--- src/rtl/rtc_seq_pkg.sv ---
`timescale 1ns/1ps
package rtc_seq_pkg;

  typedef enum logic [1:0] {
    SEQ_IDLE   = 2'd0,
    SEQ_LEAD   = 2'd1,
    SEQ_UPDATE = 2'd2
  } seq_state_e;

  // True when a window counter sits on its final enable of a window of len enables
  function automatic logic window_last(input int unsigned cnt, input int unsigned len);
    return (cnt + 1) == len;
  endfunction

  // Number of enables for which the busy flag is held
  function automatic int unsigned busy_span(input int unsigned lead, input int unsigned upd);
    return lead + upd;
  endfunction

  // Counter width that can hold values 0..n
  function automatic int unsigned count_width(input int unsigned n);
    int unsigned w;
    w = 1;
    while ((1 << w) <= n) w++;
    return w;
  endfunction

endpackage

--- src/rtl/rtc_tick_gate.sv ---
`timescale 1ns/1ps
module rtc_tick_gate (
  input  logic tick_1hz,
  input  logic ce_32k,
  input  logic set_mode,
  input  logic idle,
  output logic accept
);
  // A tick counts only on a timebase enable, outside set mode, with no cycle running
  always_comb begin
    accept = tick_1hz & ce_32k & ~set_mode & idle;
  end
endmodule

--- src/rtl/rtc_phase_timer.sv ---
`timescale 1ns/1ps
module rtc_phase_timer #(
  parameter int unsigned CW = 7
) (
  input  logic          clk,
  input  logic          rst_n,
  input  logic          ce_32k,
  input  logic          run,
  input  logic          clr,
  input  logic [CW-1:0] limit,
  output logic          last
);
  import rtc_seq_pkg::*;

  logic [CW-1:0] cnt_q;

  always_comb begin
    last = run & ce_32k & window_last(32'(cnt_q), 32'(limit));
  end

  always_ff @(posedge clk) begin
    if (!rst_n) begin
      cnt_q <= '0;
    end else if (clr) begin
      cnt_q <= '0;
    end else if (run && ce_32k) begin
      cnt_q <= cnt_q + 1'b1;
    end
  end
endmodule

--- src/rtl/rtc_seq_ctrl.sv ---
`timescale 1ns/1ps
module rtc_seq_ctrl
  import rtc_seq_pkg::*;
(
  input  logic       clk,
  input  logic       rst_n,
  input  logic       accept,
  input  logic       phase_last,
  output seq_state_e state,
  output logic       adv_q,
  output logic       done_q
);
  seq_state_e state_d;
  logic       adv_d;
  logic       done_d;

  always_comb begin
    state_d = state;
    adv_d   = 1'b0;
    done_d  = 1'b0;
    unique case (state)
      SEQ_IDLE: begin
        if (accept) state_d = SEQ_LEAD;
      end
      SEQ_LEAD: begin
        if (phase_last) begin
          state_d = SEQ_UPDATE;
          adv_d   = 1'b1;
        end
      end
      SEQ_UPDATE: begin
        if (phase_last) begin
          state_d = SEQ_IDLE;
          done_d  = 1'b1;
        end
      end
      default: state_d = SEQ_IDLE;
    endcase
  end

  always_ff @(posedge clk) begin
    if (!rst_n) begin
      state  <= SEQ_IDLE;
      adv_q  <= 1'b0;
      done_q <= 1'b0;
    end else begin
      state  <= state_d;
      adv_q  <= adv_d;
      done_q <= done_d;
    end
  end
endmodule

--- src/rtl/rtc_update_seq.sv ---
`timescale 1ns/1ps
module rtc_update_seq #(
  parameter int unsigned LEAD_CYC = 8,
  parameter int unsigned UPD_CYC  = 65
) (
  input  logic clk,
  input  logic rst_n,
  input  logic tick_1hz,
  input  logic ce_32k,
  input  logic set_mode,
  output logic uip,
  output logic adv_strobe,
  output logic upd_done
);
  import rtc_seq_pkg::*;

  localparam int unsigned MAX_WIN = (LEAD_CYC > UPD_CYC) ? LEAD_CYC : UPD_CYC;
  localparam int unsigned CW      = count_width(MAX_WIN);

  seq_state_e    state;
  logic          tick_accept;
  logic          phase_last;
  logic          timer_run;
  logic          timer_clr;
  logic [CW-1:0] win_limit;
  logic          adv_q;
  logic          done_q;

  rtc_tick_gate u_gate (
    .tick_1hz (tick_1hz),
    .ce_32k   (ce_32k),
    .set_mode (set_mode),
    .idle     (state == SEQ_IDLE),
    .accept   (tick_accept)
  );

  always_comb begin
    timer_run = (state != SEQ_IDLE);
    timer_clr = tick_accept | phase_last;
    win_limit = (state == SEQ_LEAD) ? CW'(LEAD_CYC) : CW'(UPD_CYC);
  end

  rtc_phase_timer #(.CW(CW)) u_timer (
    .clk    (clk),
    .rst_n  (rst_n),
    .ce_32k (ce_32k),
    .run    (timer_run),
    .clr    (timer_clr),
    .limit  (win_limit),
    .last   (phase_last)
  );

  rtc_seq_ctrl u_ctrl (
    .clk        (clk),
    .rst_n      (rst_n),
    .accept     (tick_accept),
    .phase_last (phase_last),
    .state      (state),
    .adv_q      (adv_q),
    .done_q     (done_q)
  );

  assign uip        = (state != SEQ_IDLE);
  assign adv_strobe = adv_q;
  assign upd_done   = done_q;
endmodule

--- config.mk ---
export PLATFORM = sky130hd
export DESIGN_NAME = rtc_update_seq
export DESIGN_NICKNAME = d
export VERILOG_FILES = /design/src/rtl/rtc_seq_pkg.sv /design/src/rtl/rtc_tick_gate.sv /design/src/rtl/rtc_phase_timer.sv /design/src/rtl/rtc_seq_ctrl.sv /design/src/rtl/rtc_update_seq.sv
export SDC_FILE = /design/constraint.sdc
export NUM_CORES = 1
export LEC_CHECK = 0
export ABC_CLOCK_PERIOD_IN_PS = 2600
export BUFFER_PORTS_ARGS = -buffer_cell sky130_fd_sc_hd__buf_2
export CAP_MARGIN = 20
export CORE_MARGIN = 3
export CORE_UTILIZATION = 45
export CTS_CLUSTER_DIAMETER = 80
export CTS_CLUSTER_SIZE = 14
export DETAILED_ROUTE_END_ITERATION = 7
export PLACE_DENSITY_LB_ADDON = 0.25
export SKIP_CTS_REPAIR_TIMING = 1
export SYNTH_ARGS = -nofsm -noshare
export SYNTH_HDL_FRONTEND = slang
export SYNTH_SLANG_ARGS = --single-unit
--- constraint.sdc ---
create_clock -name clk -period 2.6 [get_ports clk]
set_clock_uncertainty 0.05 [all_clocks]
set_input_delay 0.13 -clock clk [delete_from_list [all_inputs] [get_ports clk]]
set_output_delay 0.13 -clock clk [all_outputs]
set_load 0.02 [all_outputs]
-- Yosys cells after proc, flatten, opt, wreduce, memory -nomap -nowiden
Index checks and enable logic that the tools add are counted.
- register bits after elaboration: 11
- latch bits: 0
- RAM bits: 0
- memory bits (read-only): 0
- output and inout port bits: 3
- word-level logic and storage cells: 33
- memories kept: 0
- $add $sub $neg: 2
- $mul: 0
- divide/modulo/power cells: 0
- magnitude comparators: 0
- eq/ne operators: 6
- shift operators: 0
- mux-type cells: 6
- bitwise logic cells: 8
- reductions and logical operators: 7
- operator list (kind ; count):
    equality test 32 x 7 -> 1 bit ; 1
    adder 7 x 1 -> 8 bit, second input constant ; 1
    adder 7 x 1 -> 7 bit, second input constant ; 1
    2-to-1 mux 7 bit ; 1
    2-to-1 mux 2 bit ; 3
    != test 2 bit, second input constant ; 3
    case mux 2 bit (3 select lines) ; 1
    bitwise AND 1 bit ; 5
    AND reduction 2 bit ; 2
    AND reduction 3 bit ; 1
    equality test 2 x 1 -> 1 bit, second input constant ; 1
    equality test 2 bit, second input constant ; 1
    zero test 2 bit ; 1
    NOT 1 bit ; 2
    nonzero test 2 bit ; 1
    OR reduction 2 bit ; 1
    logical AND 1 bit ; 1
    2-to-1 mux 1 bit ; 1
    OR 1 bit ; 1

-- Depth between registers and ports, before layout
Gate-level depths: netlist (run 1).
- depth in word-level cells: 6
- mapped depth: 6

-- Hierarchy
From an unflattened synthesis (run 1), not the netlist that was laid out.
- cells, all modules: 79
- area total of the unflattened synthesis: 681.9 um2
- by module, submodules not included (module ; instances ; cells an instance ; area an instance (um2)):
    rtc_phase_timer ; 1 ; 60 ; 493.0
    rtc_seq_ctrl ; 1 ; 12 ; 143.9
    rtc_update_seq ; 1 ; 6 ; 35.0
    rtc_tick_gate ; 1 ; 1 ; 10.0

-- Worst setup path before layout (run 1)
OpenSTA, ideal clock, no wires.
- path type: register to register
- start point: register u_timer.cnt_q[0]
- end point: register u_ctrl.state[1]
- setup time: 0.072 ns
- arrival time: 1.590 ns
- setup slack: 0.888 ns
- cell stages (with the launch flop): 7
- path buffers: 0
- clock period less this slack: 1.712 ns
- cell sequence: dfxtp_1 -> ha_1 -> nand3_2 -> o21ai_1 -> nand4b_4 -> a21oi_4 -> mux2i_1
- cells in the longest elaborated chain, start to end: 5
- elaborated cells between the ends (all ways): 6
- classes of those cells: add/sub: 1; eq/ne: 3; bitwise: 1; reduce/logical: 1
- ends and longest elaborated chain (item ; RTL line ; RTL):
    start, declared ; rtc_phase_timer.sv:15 ; logic [CW-1:0] cnt_q;
    start signal, assigned ; rtc_phase_timer.sv:27 ; cnt_q <= cnt_q + 1'b1;
    adder 7 x 1 -> 8 bit * ; rtc_seq_pkg.sv:12 ; return (cnt + 1) == len;
    equality test 32 x 7 -> 1 bit * ; rtc_seq_pkg.sv:12 ;
    bitwise AND 1 bit * ; rtc_phase_timer.sv:18 ; last = run & ce_32k & window_last(32'(cnt_q), 32'(limit));
    != test 2 bit (no line) ; -- ;
    AND reduction 3 bit (no line) * ; -- ;
    end signal, assigned ; rtc_seq_ctrl.sv:47 ; state <= state_d;
    end, declared ; rtc_seq_ctrl.sv:9 ; output seq_state_e state,
Mark *: on every way between the ends. The rest lies on a longest branch, timed or not.
A chain may end at the register's enable or synchronous reset.

-- Worst setup path in the final report (run 1)
Ends and elaborated chain as after synthesis.

==> reports/metrics.yaml, run 1 <==
hold_path:
  hold_class: "in2reg"
  worst_hold_path.num_cells: 3
  worst_hold_path.endpoint: "u_ctrl.state[1]"
  timing.hold.worst.start: "rst_n"
worst_setup_path:
  required_ns: 2.76
  worstSetupPathType: "reg2reg"
  cp.arrival_ns: 2.09
  critPathLaunch: "u_timer.cnt_q[0]"
  rr_endpoint: "u_ctrl.state[1]"
  crit_fanout: 8
  worstRegToRegCells: 6
  start_kind: "register"
  ff2ff_setup_slack_ns: 0.67
  critical_path.reg2reg.startpoint: "u_timer.cnt_q[0]"
  cp-end-kind: "register"
floorplanning:
  chipHeight_um: 43.4
  core_um2: 1200
  initial_utilization_pct: 52.5
  die-width_um: 43.4
  core.rowCount: 12
  pin_count: 8
  design.die.area_um2: 1890
logic_synthesis:
  synth-seq-cells: 11
  post_synth_instance_area_um2: 631
  synth-seq-area-share_pct: 34.9
  post_synth_inst_count: 66
  biggest_area_contributors_in_the_synthesized_netlist: "dfxtp_1 (35%), nor3_1 (8.7%), xnor2_1 (6.9%)"
  yosysUniqueCellTypes: 27
  netlist.area_leader.share_pct: 34.9
  yosysWarnings: 0
  mappedNetlistNets: 72
  synth_top_cell_by_area: "dfxtp_1"
  synth_area_per_cell_um2: 9.55
timing:
  hold_viol: 0
  final_min_period_over_clock_period_pct: 74.2
  clock.fmax_mhz: 518
  worstMarginPinSlew_ns: 0.540
  period_minus_slack_ns: 1.93
  slew_violations: 0
  worst_hold_slack_ns: 0.0714
  rsz0062_at_grt: "no"
  final-setup-viol-count: 0
  relSlewSlack_pct: 63.8
  tns_ns: 0
clocking:
  htreeDepth: 1
  cts_num_sinks: 11
  cts_buffers: 3
  ctsRootBufferMaster: "clkbuf_4"
  maximum_buffer_depth_of_the_clock_tree: 2
  clk_pin_slew_worst_paths_ns: 0.07
  clock_insertion_delay_worst_skew_ns: 0.28
  clock_tree_from_tritoncts: "yes"
layout:
  diodes: 0
  layout_common_cells: "nor3_1 (11), dfxtp_1 (11), buf_2 (7)"
  fin_nets: 84
  layout-area-overhead-vs-synth_pct: 12.7
  final_layout_size_suffix_gt1_share_pct: 28.6
global_routing:
  via_count_of_the_first_global_routing_pass: 501
  grt_use_total_pct: 14.5
  grt_antenna_before_repair: 0
  grt_remaining_overflow: 0
  gr-usage-met3_pct: 6.22
  use_met2_pct: 21.8
  top_usage_layer: "met2"
  grt.met1_usage_pct: 17.6
  grt_max_degree: 9
  grt_pass1_wl_mm: 2.04
power:
  cellLeakagePower_nw: 0.248
  sw_frac_of_total_pct: 23.4
  p_switching_mw: 0.0716
  power_frac_seq_pct: 56.2
  power.combinational.fraction_pct: 6.0
  clock_power_share_pct: 37.9
  power-per-cell-area_nw_per_um2: 430
  intPower_mw: 0.234
  worst_ir_drop_vdd_uv: 236
detailed_routing:
  routed_wirelength_mm: 1.09
  ant_nets: 0
  avgViaCountPerCell: 5.57
  wirelength_per_cell_um: 12.0
  drtIter0Drc: 6
  routed-via-count: 507
  drtPass1Iterations: 4
  drc: 0
job:
  maxCapViolations: 0
place:
  gpl.final_weighted_congestion: 0.866
  port-buffer-count: 7
run_status:
  outcome: "completed"
layout make-up:
| cell class | count | area [µm²] |
|---|---|---|
| Fill cell | 115 | 490 |
| Multi-Input combinational cell | 53 | 403 |
| Sequential cell | 11 | 220 |
| Timing Repair Buffer | 7 | 35.0 |
| Clock buffer | 3 | 22.5 |
| Tap cell | 14 | 17.5 |
| Inverter | 2 | 7.51 |
| Clock inverter | 1 | 5.00 |
kinds of logic (layout without fill, tap and decap cells):
| group | after synthesis | after routing | share of synthesized area, % |
|---|---|---|---|
| AND/OR/NAND/NOR | 33 | 33 | 33.5 |
| flip-flops | 11 | 11 | 34.9 |
| XOR/XNOR | 9 | 9 | 12.5 |
| AO/OA/AOI/OAI | 8 | 8 | 12.7 |
| multiplexers | 2 | 2 | 3.17 |
| buffers and inverters | 2 | 13 | 1.19 |
| adder cells (fa/ha/maj) | 1 | 1 | 1.98 |
stage by stage:
step	total power, mW	cell area, µm²	setup slack (ns)	utilization, %	std cells
final	0.306	711	0.671	59.2	91
after global routing	0.322	711	0.481	59.2	91
after CTS	0.310	711	0.658	59.2	91
after detailed placement	0.194	683	0.681	56.9	87
after global placement	0.194	683	0.745	56.9	87
after floorplan	0.187	631	0.888	-	66
critical path, cell delays in order, from the launching register on:
cell	delay, ns
dfxtp_1	0.46
ha_1	0.27
nand3_2	0.14
o21ai_1	0.29
nand4b_4	0.17
a21oi_4	0.28
mux2i_1	0.20
cells in the mapped netlist:
| master | count |
|---|---|
| or3_1 | 1 |
| mux2i_1 | 2 |
| o21a_1 | 1 |
| inv_1 | 2 |
| nor2_1 | 2 |
| or4b_4 | 1 |
| nand3_1 | 3 |
| o21ai_1 | 2 |
| xor2_1 | 4 |
| ha_1 | 1 |
| o211ai_4 | 1 |
| dfxtp_1 | 11 |
| nor2b_1 | 1 |
| a21oi_4 | 1 |
| nand4b_4 | 1 |
| a21oi_1 | 1 |
| o21ai_0 | 1 |
| or2b_2 | 1 |
| a2111oi_2 | 1 |
| or3_4 | 1 |
| nand2_1 | 6 |
| nor3_1 | 11 |
| xnor2_1 | 5 |
| nor4_2 | 1 |
| nand3_2 | 1 |
| nand4_1 | 1 |
| or2_2 | 2 |
how the worst max path moves through the flow:
stage                           end  slack [ns]
finish              u_ctrl.state[1]        0.67
global route        u_ctrl.state[1]        0.48
CTS                 u_ctrl.state[1]        0.66
detailed placement  u_ctrl.state[1]        0.68
global placement    u_ctrl.state[1]        0.75
floorplan           u_ctrl.state[1]        0.89
power groups by stage:
stage	clock, mW	sequential [mW]	combinational (mW)
2_1_floorplan	0	0.175	0.0118
3_3_place_gp	0	0.176	0.0181
3_5_place_dp	0	0.176	0.0181
4_1_cts	0.120	0.172	0.0183
5_1_grt	0.130	0.172	0.0208
6_report	0.116	0.172	0.0182
sequential cells by signal, summed over array words and instances (netlist names):
register / count
u_timer.cnt_q: 7
u_ctrl.adv_q: 1
u_ctrl.state: 2
u_ctrl.done_q: 1
per-layer routing:
layer | part of all wire [%] | wire length [µm]
met2 | 46 | 499
met3 | 5.4 | 59
met5 | 0 | 0
met1 | 46 | 501
met4 | 2.6 | 28
Power figures use the tool's default switching activity.
==> inputs of run 2 (changes only) <==
--- a/config.mk
+++ b/config.mk
@@ -5,7 +5,7 @@
 export SDC_FILE = /design/constraint.sdc
 export NUM_CORES = 1
 export LEC_CHECK = 0
-export ABC_CLOCK_PERIOD_IN_PS = 2600
+export ABC_CLOCK_PERIOD_IN_PS = 1700
 export BUFFER_PORTS_ARGS = -buffer_cell sky130_fd_sc_hd__buf_2
 export CAP_MARGIN = 20
 export CORE_MARGIN = 3
==> constraint.sdc (replaced) <==
create_clock -name clk -period 1.7 [get_ports clk]
set_clock_uncertainty 0.05 [all_clocks]
set_input_delay 0.085 -clock clk [delete_from_list [all_inputs] [get_ports clk]]
set_output_delay 0.085 -clock clk [all_outputs]
set_load 0.02 [all_outputs]
==> reports/metrics.yaml, run 2 (synthesis gave the netlist of run 1 again) <==
run_status:
  outcome: "completed"
power:
  p_total_mw: 0.480  # +57%
  cellLeakagePower_nw: 0.301  # +21%
  power-per-cell-area_nw_per_um2: 549  # +28%
  worst_ir_drop_vdd_uv: 469  # +99%
layout:
  layout_common_cells: "buf_2 (7), nor3_1 (6), buf_4 (6), dfxtp_1 (6)"
  layout-area-overhead-vs-synth_pct: 38.5
  largest_register_by_flop_count: "u_timer.cnt_q"
  layout_commonest_cell: "buf_2"
  largest_registers: "u_timer.cnt_q: 7 flops, u_ctrl.state: 2 flops"
  instances_no_fill: 99  # +8.8%
  final_layout_size_suffix_gt1_share_pct: 52.9  # +24 points
  fin_area_um2: 873  # +23%
  number_of_flip_flops_under_the_largest_register_name: 7  # unchanged
  diodes: 0  # unchanged
  fin_nets: 92  # +9.5%
  post-route-util_pct: 72.7  # +14 points
timing:
  hold_viol: 0  # unchanged
  setup_ws_ns: 0.0470  # -0.624 ns
  period_minus_slack_ns: 1.65  # -0.276 ns
  worstMarginPinSlew_ns: 0.295  # -0.245 ns
  final-setup-viol-count: 0  # unchanged
  final_min_period_over_clock_period_pct: 97.2  # +23 points
  tns_ns: 0  # unchanged
  relSlewSlack_pct: 80.2  # +16 points
  clock.fmax_mhz: 605  # +17%
  slew_violations: 0  # unchanged
  worst_hold_slack_ns: 0.0416  # -0.0298 ns
job:
  maxCapViolations: 0  # unchanged
detailed_routing:
  routed-via-count: 564  # +11%
  drtPass1Iterations: 2  # -2
  drc: 0  # unchanged
  drtIter0Drc: 9  # +3
  ant_nets: 0  # unchanged
  routed_wirelength_mm: 1.54  # +41%
  avgViaCountPerCell: 5.70  # +2.3%
  wirelength_per_cell_um: 15.5  # +30%
hold_path:
  timing.hold.worst.start: "rst_n"
  worst_hold_path.num_cells: 3  # unchanged
  worst_hold_path.endpoint: "u_ctrl.state[1]"
  hold_class: "in2reg"
global_routing:
  grt_use_total_pct: 15.5  # +0.94 points
  grt_antenna_before_repair: 0  # unchanged
  grt_remaining_overflow: 0  # unchanged
  grt_pass1_wl_mm: 2.22  # +8.8%
  grt_max_degree: 9  # unchanged
  via_count_of_the_first_global_routing_pass: 524  # +4.6%
clocking:
  maximum_buffer_depth_of_the_clock_tree: 2  # unchanged
  clock_insertion_delay_worst_skew_ns: 0.27  # about the same
  ctsRootBufferMaster: "clkbuf_4"
  cts_num_sinks: 11  # unchanged
  htreeDepth: 1  # unchanged
  clk_pin_slew_worst_paths_ns: 0.07  # about the same
  cts_buffers: 3  # unchanged
  clock_tree_from_tritoncts: "yes"
worst_setup_path:
  required_ns: 1.84  # -0.92 ns
  cp-end-kind: "register"
  start_kind: "register"
  worstSetupPathType: "reg2reg"
  worstRegToRegCells: 7  # +1
  cp.arrival_ns: 1.79  # -0.30 ns
  crit_fanout: 5  # -3
  critical_path.reg2reg.startpoint: "u_timer.cnt_q[1]"
  ff2ff_setup_slack_ns: 0.05  # -0.62 ns
  rr_endpoint: "u_timer.cnt_q[5]"
place:
  place.detailed.hpwl_mm: 1.01
  gpl.final_weighted_congestion: 0.829  # -4.3%
  placed_area_um2: 724  # +6.0%
  port-buffer-count: 7  # unchanged
  number_of_cells_after_detailed_placement: 92  # +5.7%
  dp_worst_setup_slack_ns: -0.0404  # -0.721 ns
floorplanning:
  core_um2: 1200  # unchanged
  chipHeight_um: 43.4  # unchanged
  die-width_um: 43.4  # unchanged
  pin_count: 8  # unchanged
  core.rowCount: 12  # unchanged
  design.die.area_um2: 1890  # unchanged
  initial_utilization_pct: 52.5  # unchanged
-- run 2: power breakdown --
group | total (mW) | internal [mW] | switching [mW]
combinational | 0.0412 | 0.0168 | 0.0244
sequential | 0.262 | 0.260 | 0.00215
clock | 0.177 | 0.0908 | 0.0858
-- run 2: worst max path at each step --
stage / from / end / cells past startpoint
2_1_floorplan: u_timer.cnt_q[0] / u_ctrl.state[1] / 6
3_3_place_gp: u_timer.cnt_q[2] / u_ctrl.state[1] / 5
3_5_place_dp: u_timer.cnt_q[0] / u_ctrl.state[1] / 6
4_1_cts: u_timer.cnt_q[0] / u_ctrl.state[1] / 6
5_1_grt: u_timer.cnt_q[1] / u_timer.cnt_q[5] / 7
6_report: u_timer.cnt_q[1] / u_timer.cnt_q[5] / 7
-- run 2: metal layers --
layer  GRT usage (%)  routed length (µm)  share of wire [%]  vias up
met2            25.1                 785                 51        9
met5               0                   0                  0        -
met4            3.01                  25                1.6        0
met3            6.64                  44                2.9        4
met1            19.2                 683                 44      273
li1                -                   -                  -      278
-- run 2: area by class of cell --
class	count	area, µm²
Clock buffer	4	26.3
Timing Repair Buffer	15	103
Fill cell	97	328
Multi-Input combinational cell	53	493
Sequential cell	11	226
Inverter	2	7.51
Tap cell	14	17.5
-- run 2: critical path: stages, from the launching register on --
cell      delay [ns]
dfxtp_2         0.35
ha_4            0.17
nand3_4         0.11
or3_4           0.37
nand4b_4        0.13
a21oi_4         0.08
buf_6           0.14
nor3_1          0.17
==> inputs of run 3 (changes only) <==
--- a/config.mk
+++ b/config.mk
@@ -6,7 +6,7 @@
 export NUM_CORES = 1
 export LEC_CHECK = 0
 export ABC_CLOCK_PERIOD_IN_PS = 1700
-export BUFFER_PORTS_ARGS = -buffer_cell sky130_fd_sc_hd__buf_2
+export BUFFER_PORTS_ARGS = -buffer_cell sky130_fd_sc_hd__clkbuf_2
 export CAP_MARGIN = 20
 export CORE_MARGIN = 3
 export CORE_UTILIZATION = 45
==> reports/metrics.yaml, run 3 (synthesis gave the netlist of run 1 again) <==
clocking:
  htreeDepth: 1  # unchanged
  clk_pin_slew_worst_paths_ns: 0.07  # about the same
  cts_num_sinks: 11  # unchanged
  cts_buffers: 3  # unchanged
  ctsRootBufferMaster: "clkbuf_4"
  maximum_buffer_depth_of_the_clock_tree: 2  # unchanged
  clock_tree_from_tritoncts: "yes"
  clock_insertion_delay_worst_skew_ns: 0.27  # about the same
place:
  placed_area_um2: 724  # unchanged
  place.detailed.hpwl_um: 984  # -2.8%
  gpl.final_weighted_congestion: 0.864  # +4.2%
  number_of_cells_after_detailed_placement: 92  # unchanged
  port-buffer-count: 7  # unchanged
worst_setup_path:
  crit_fanout: 5  # unchanged
  rr_endpoint: "u_timer.cnt_q[2]"
  required_ns: 1.84  # about the same
  worst-path-stages: 7  # unchanged
  worstRegToRegCells: 7  # unchanged
  cp.arrival_ns: 1.81  # +0.02 ns
  critical_path.reg2reg.startpoint: "u_timer.cnt_q[1]"
  cp-end-kind: "register"
  critical_path.top_delay_family: "simple AND/OR/NAND/NOR gates"
  worst_path_max_delay_cell: "or3_4"
  start_kind: "register"
  ff2ff_setup_slack_ns: 0.03  # about the same
  cp.buffers_inverters: 1  # unchanged
  worst_path_largest_cell_delay_ns: 0.37  # about the same
  worstSetupPathType: "reg2reg"
  crit_chain: "ha_4, nand3_4, or3_4, nand4b_4, a21oi_4, buf_4, nor3_2"
floorplanning:
  die-width_um: 43.4  # unchanged
  pin_count: 8  # unchanged
  core.rowCount: 12  # unchanged
  core_um2: 1200  # unchanged
  design.die.area_um2: 1890  # unchanged
  initial_utilization_pct: 52.5  # unchanged
  chipHeight_um: 43.4  # unchanged
detailed_routing:
  wirelength_per_cell_um: 16.2  # +4.3%
  avgViaCountPerCell: 5.89  # +3.4%
  drc: 0  # unchanged
  routed-via-count: 595  # +5.5%
  drtIter0Drc: 18  # +9
  routed_wirelength_mm: 1.64  # +6.4%
  ant_nets: 0  # unchanged
  drtPass1Iterations: 4  # +2
power:
  cellLeakagePower_nw: 0.316  # +5.1%
  worst_ir_drop_vdd_uv: 457  # -2.6%
  power-per-cell-area_nw_per_um2: 543  # -1.1%
timing:
  period_minus_slack_ns: 1.67  # +0.0142 ns
  final-setup-viol-count: 0  # unchanged
  hold_viol: 0  # unchanged
  worstMarginPinSlew_ns: 0.310  # +0.0153 ns
  clock.fmax_mhz: 600  # -0.85%
  worst_hold_slack_ns: 0.0283  # -0.0134 ns
  relSlewSlack_pct: 79.3  # -0.91 points
  slew_violations: 0  # unchanged
  final_min_period_over_clock_period_pct: 98.1  # +0.83 points
layout:
  fillCellCount: 87  # -10%
  diodes: 0  # unchanged
  layout-area-overhead-vs-synth_pct: 42.1
  fin_nets: 94  # +2.2%
  instances_no_fill: 101  # +2.0%
  layout_common_cells: "buf_4 (9), clkbuf_2 (7), nor3_2 (6), dfxtp_1 (6)"
  layout_commonest_cell: "buf_4"
  largest_registers: "u_timer.cnt_q: 7 flops, u_ctrl.state: 2 flops"
  largest_register_by_flop_count: "u_timer.cnt_q"
  fin_area_um2: 896  # +2.6%
  final_layout_size_suffix_gt1_share_pct: 56.3  # +3.4 points
  number_of_flip_flops_under_the_largest_register_name: 7  # unchanged
global_routing:
  via_count_of_the_first_global_routing_pass: 525  # +0.19%
  use_met2_pct: 25.4  # +0.29 points
  grt_antenna_before_repair: 0  # unchanged
  grt_pass1_wl_mm: 2.26  # +1.9%
  top_usage_layer: "met2"
  grt_remaining_overflow: 0  # unchanged
  grt.met1_usage_pct: 19.8  # +0.65 points
  gr-usage-met3_pct: 2.49  # -4.1 points
  grt_max_degree: 9  # unchanged
  grt_use_total_pct: 15.9  # +0.40 points
hold_path:
  timing.hold.worst.start: "rst_n"
  worst_hold_path.endpoint: "u_ctrl.state[1]"
  hold_class: "in2reg"
  worst_hold_path.num_cells: 3  # unchanged
job:
  maxCapViolations: 0  # unchanged
run_status:
  outcome: "completed"
[run 3: worst reg2reg max path: cells and delay by family (launching register included)]
family / cells / cell delay [ns]
buffers and inverters: 1 / 0.16
adder cells (fa/ha/maj): 1 / 0.17
AND/OR/NAND/NOR: 4 / 0.78
flip-flops: 1 / 0.35
AO/OA/AOI/OAI: 1 / 0.08
[run 3: where the power goes]
part | internal [mW] | switching, mW
combinational | 0.0174 | 0.0260
sequential | 0.260 | 0.00230
clock | 0.0908 | 0.0904
total | 0.368 | 0.119
[run 3: worst max path at each step]
stage | start | to | slack, ns
floorplan | u_timer.cnt_q[0] | u_ctrl.state[1] | 0.03
global placement | u_timer.cnt_q[2] | u_ctrl.state[1] | 0.006
detailed placement | u_timer.cnt_q[0] | u_ctrl.state[1] | -0.02
CTS | u_timer.cnt_q[0] | u_ctrl.state[1] | -0.05
global route | u_timer.cnt_q[1] | u_timer.cnt_q[2] | -0.02
finish | u_timer.cnt_q[1] | u_timer.cnt_q[2] | 0.03
[run 3: metrics by stage]
step	setup TNS (ns)	worst slack (ns)	util (%)	total power, mW
5_1_grt	-0.0721	-0.0230	74.6	0.504
3_5_place_dp	-0.0294	-0.0176	60.3	0.302
6_report	0	0.0328	74.6	0.487
3_3_place_gp	0	0.00584	60.3	0.302
4_1_cts	-0.111	-0.0511	62.5	0.484
2_1_floorplan	0	0.0267	-	0.286
[run 3: area by class of cell]
type / instances / area [µm²] / area share [%]
inverter: 2 / 7.51 / 0.838
sequential: 11 / 226 / 25.3
multi-input combinational: 53 / 504 / 56.3
clock buffer: 4 / 26.3 / 2.93
tap: 14 / 17.5 / 1.96
timing repair buffer: 17 / 114 / 12.7
[run 3: metal layers]
| metal | vias to the layer above | wire (µm) |
|---|---|---|
| li1 | 282 | - |
| met1 | 282 | 690 |
| met2 | 26 | 831 |
| met3 | 5 | 92 |
| met4 | 0 | 23 |
| met5 | - | 0 |
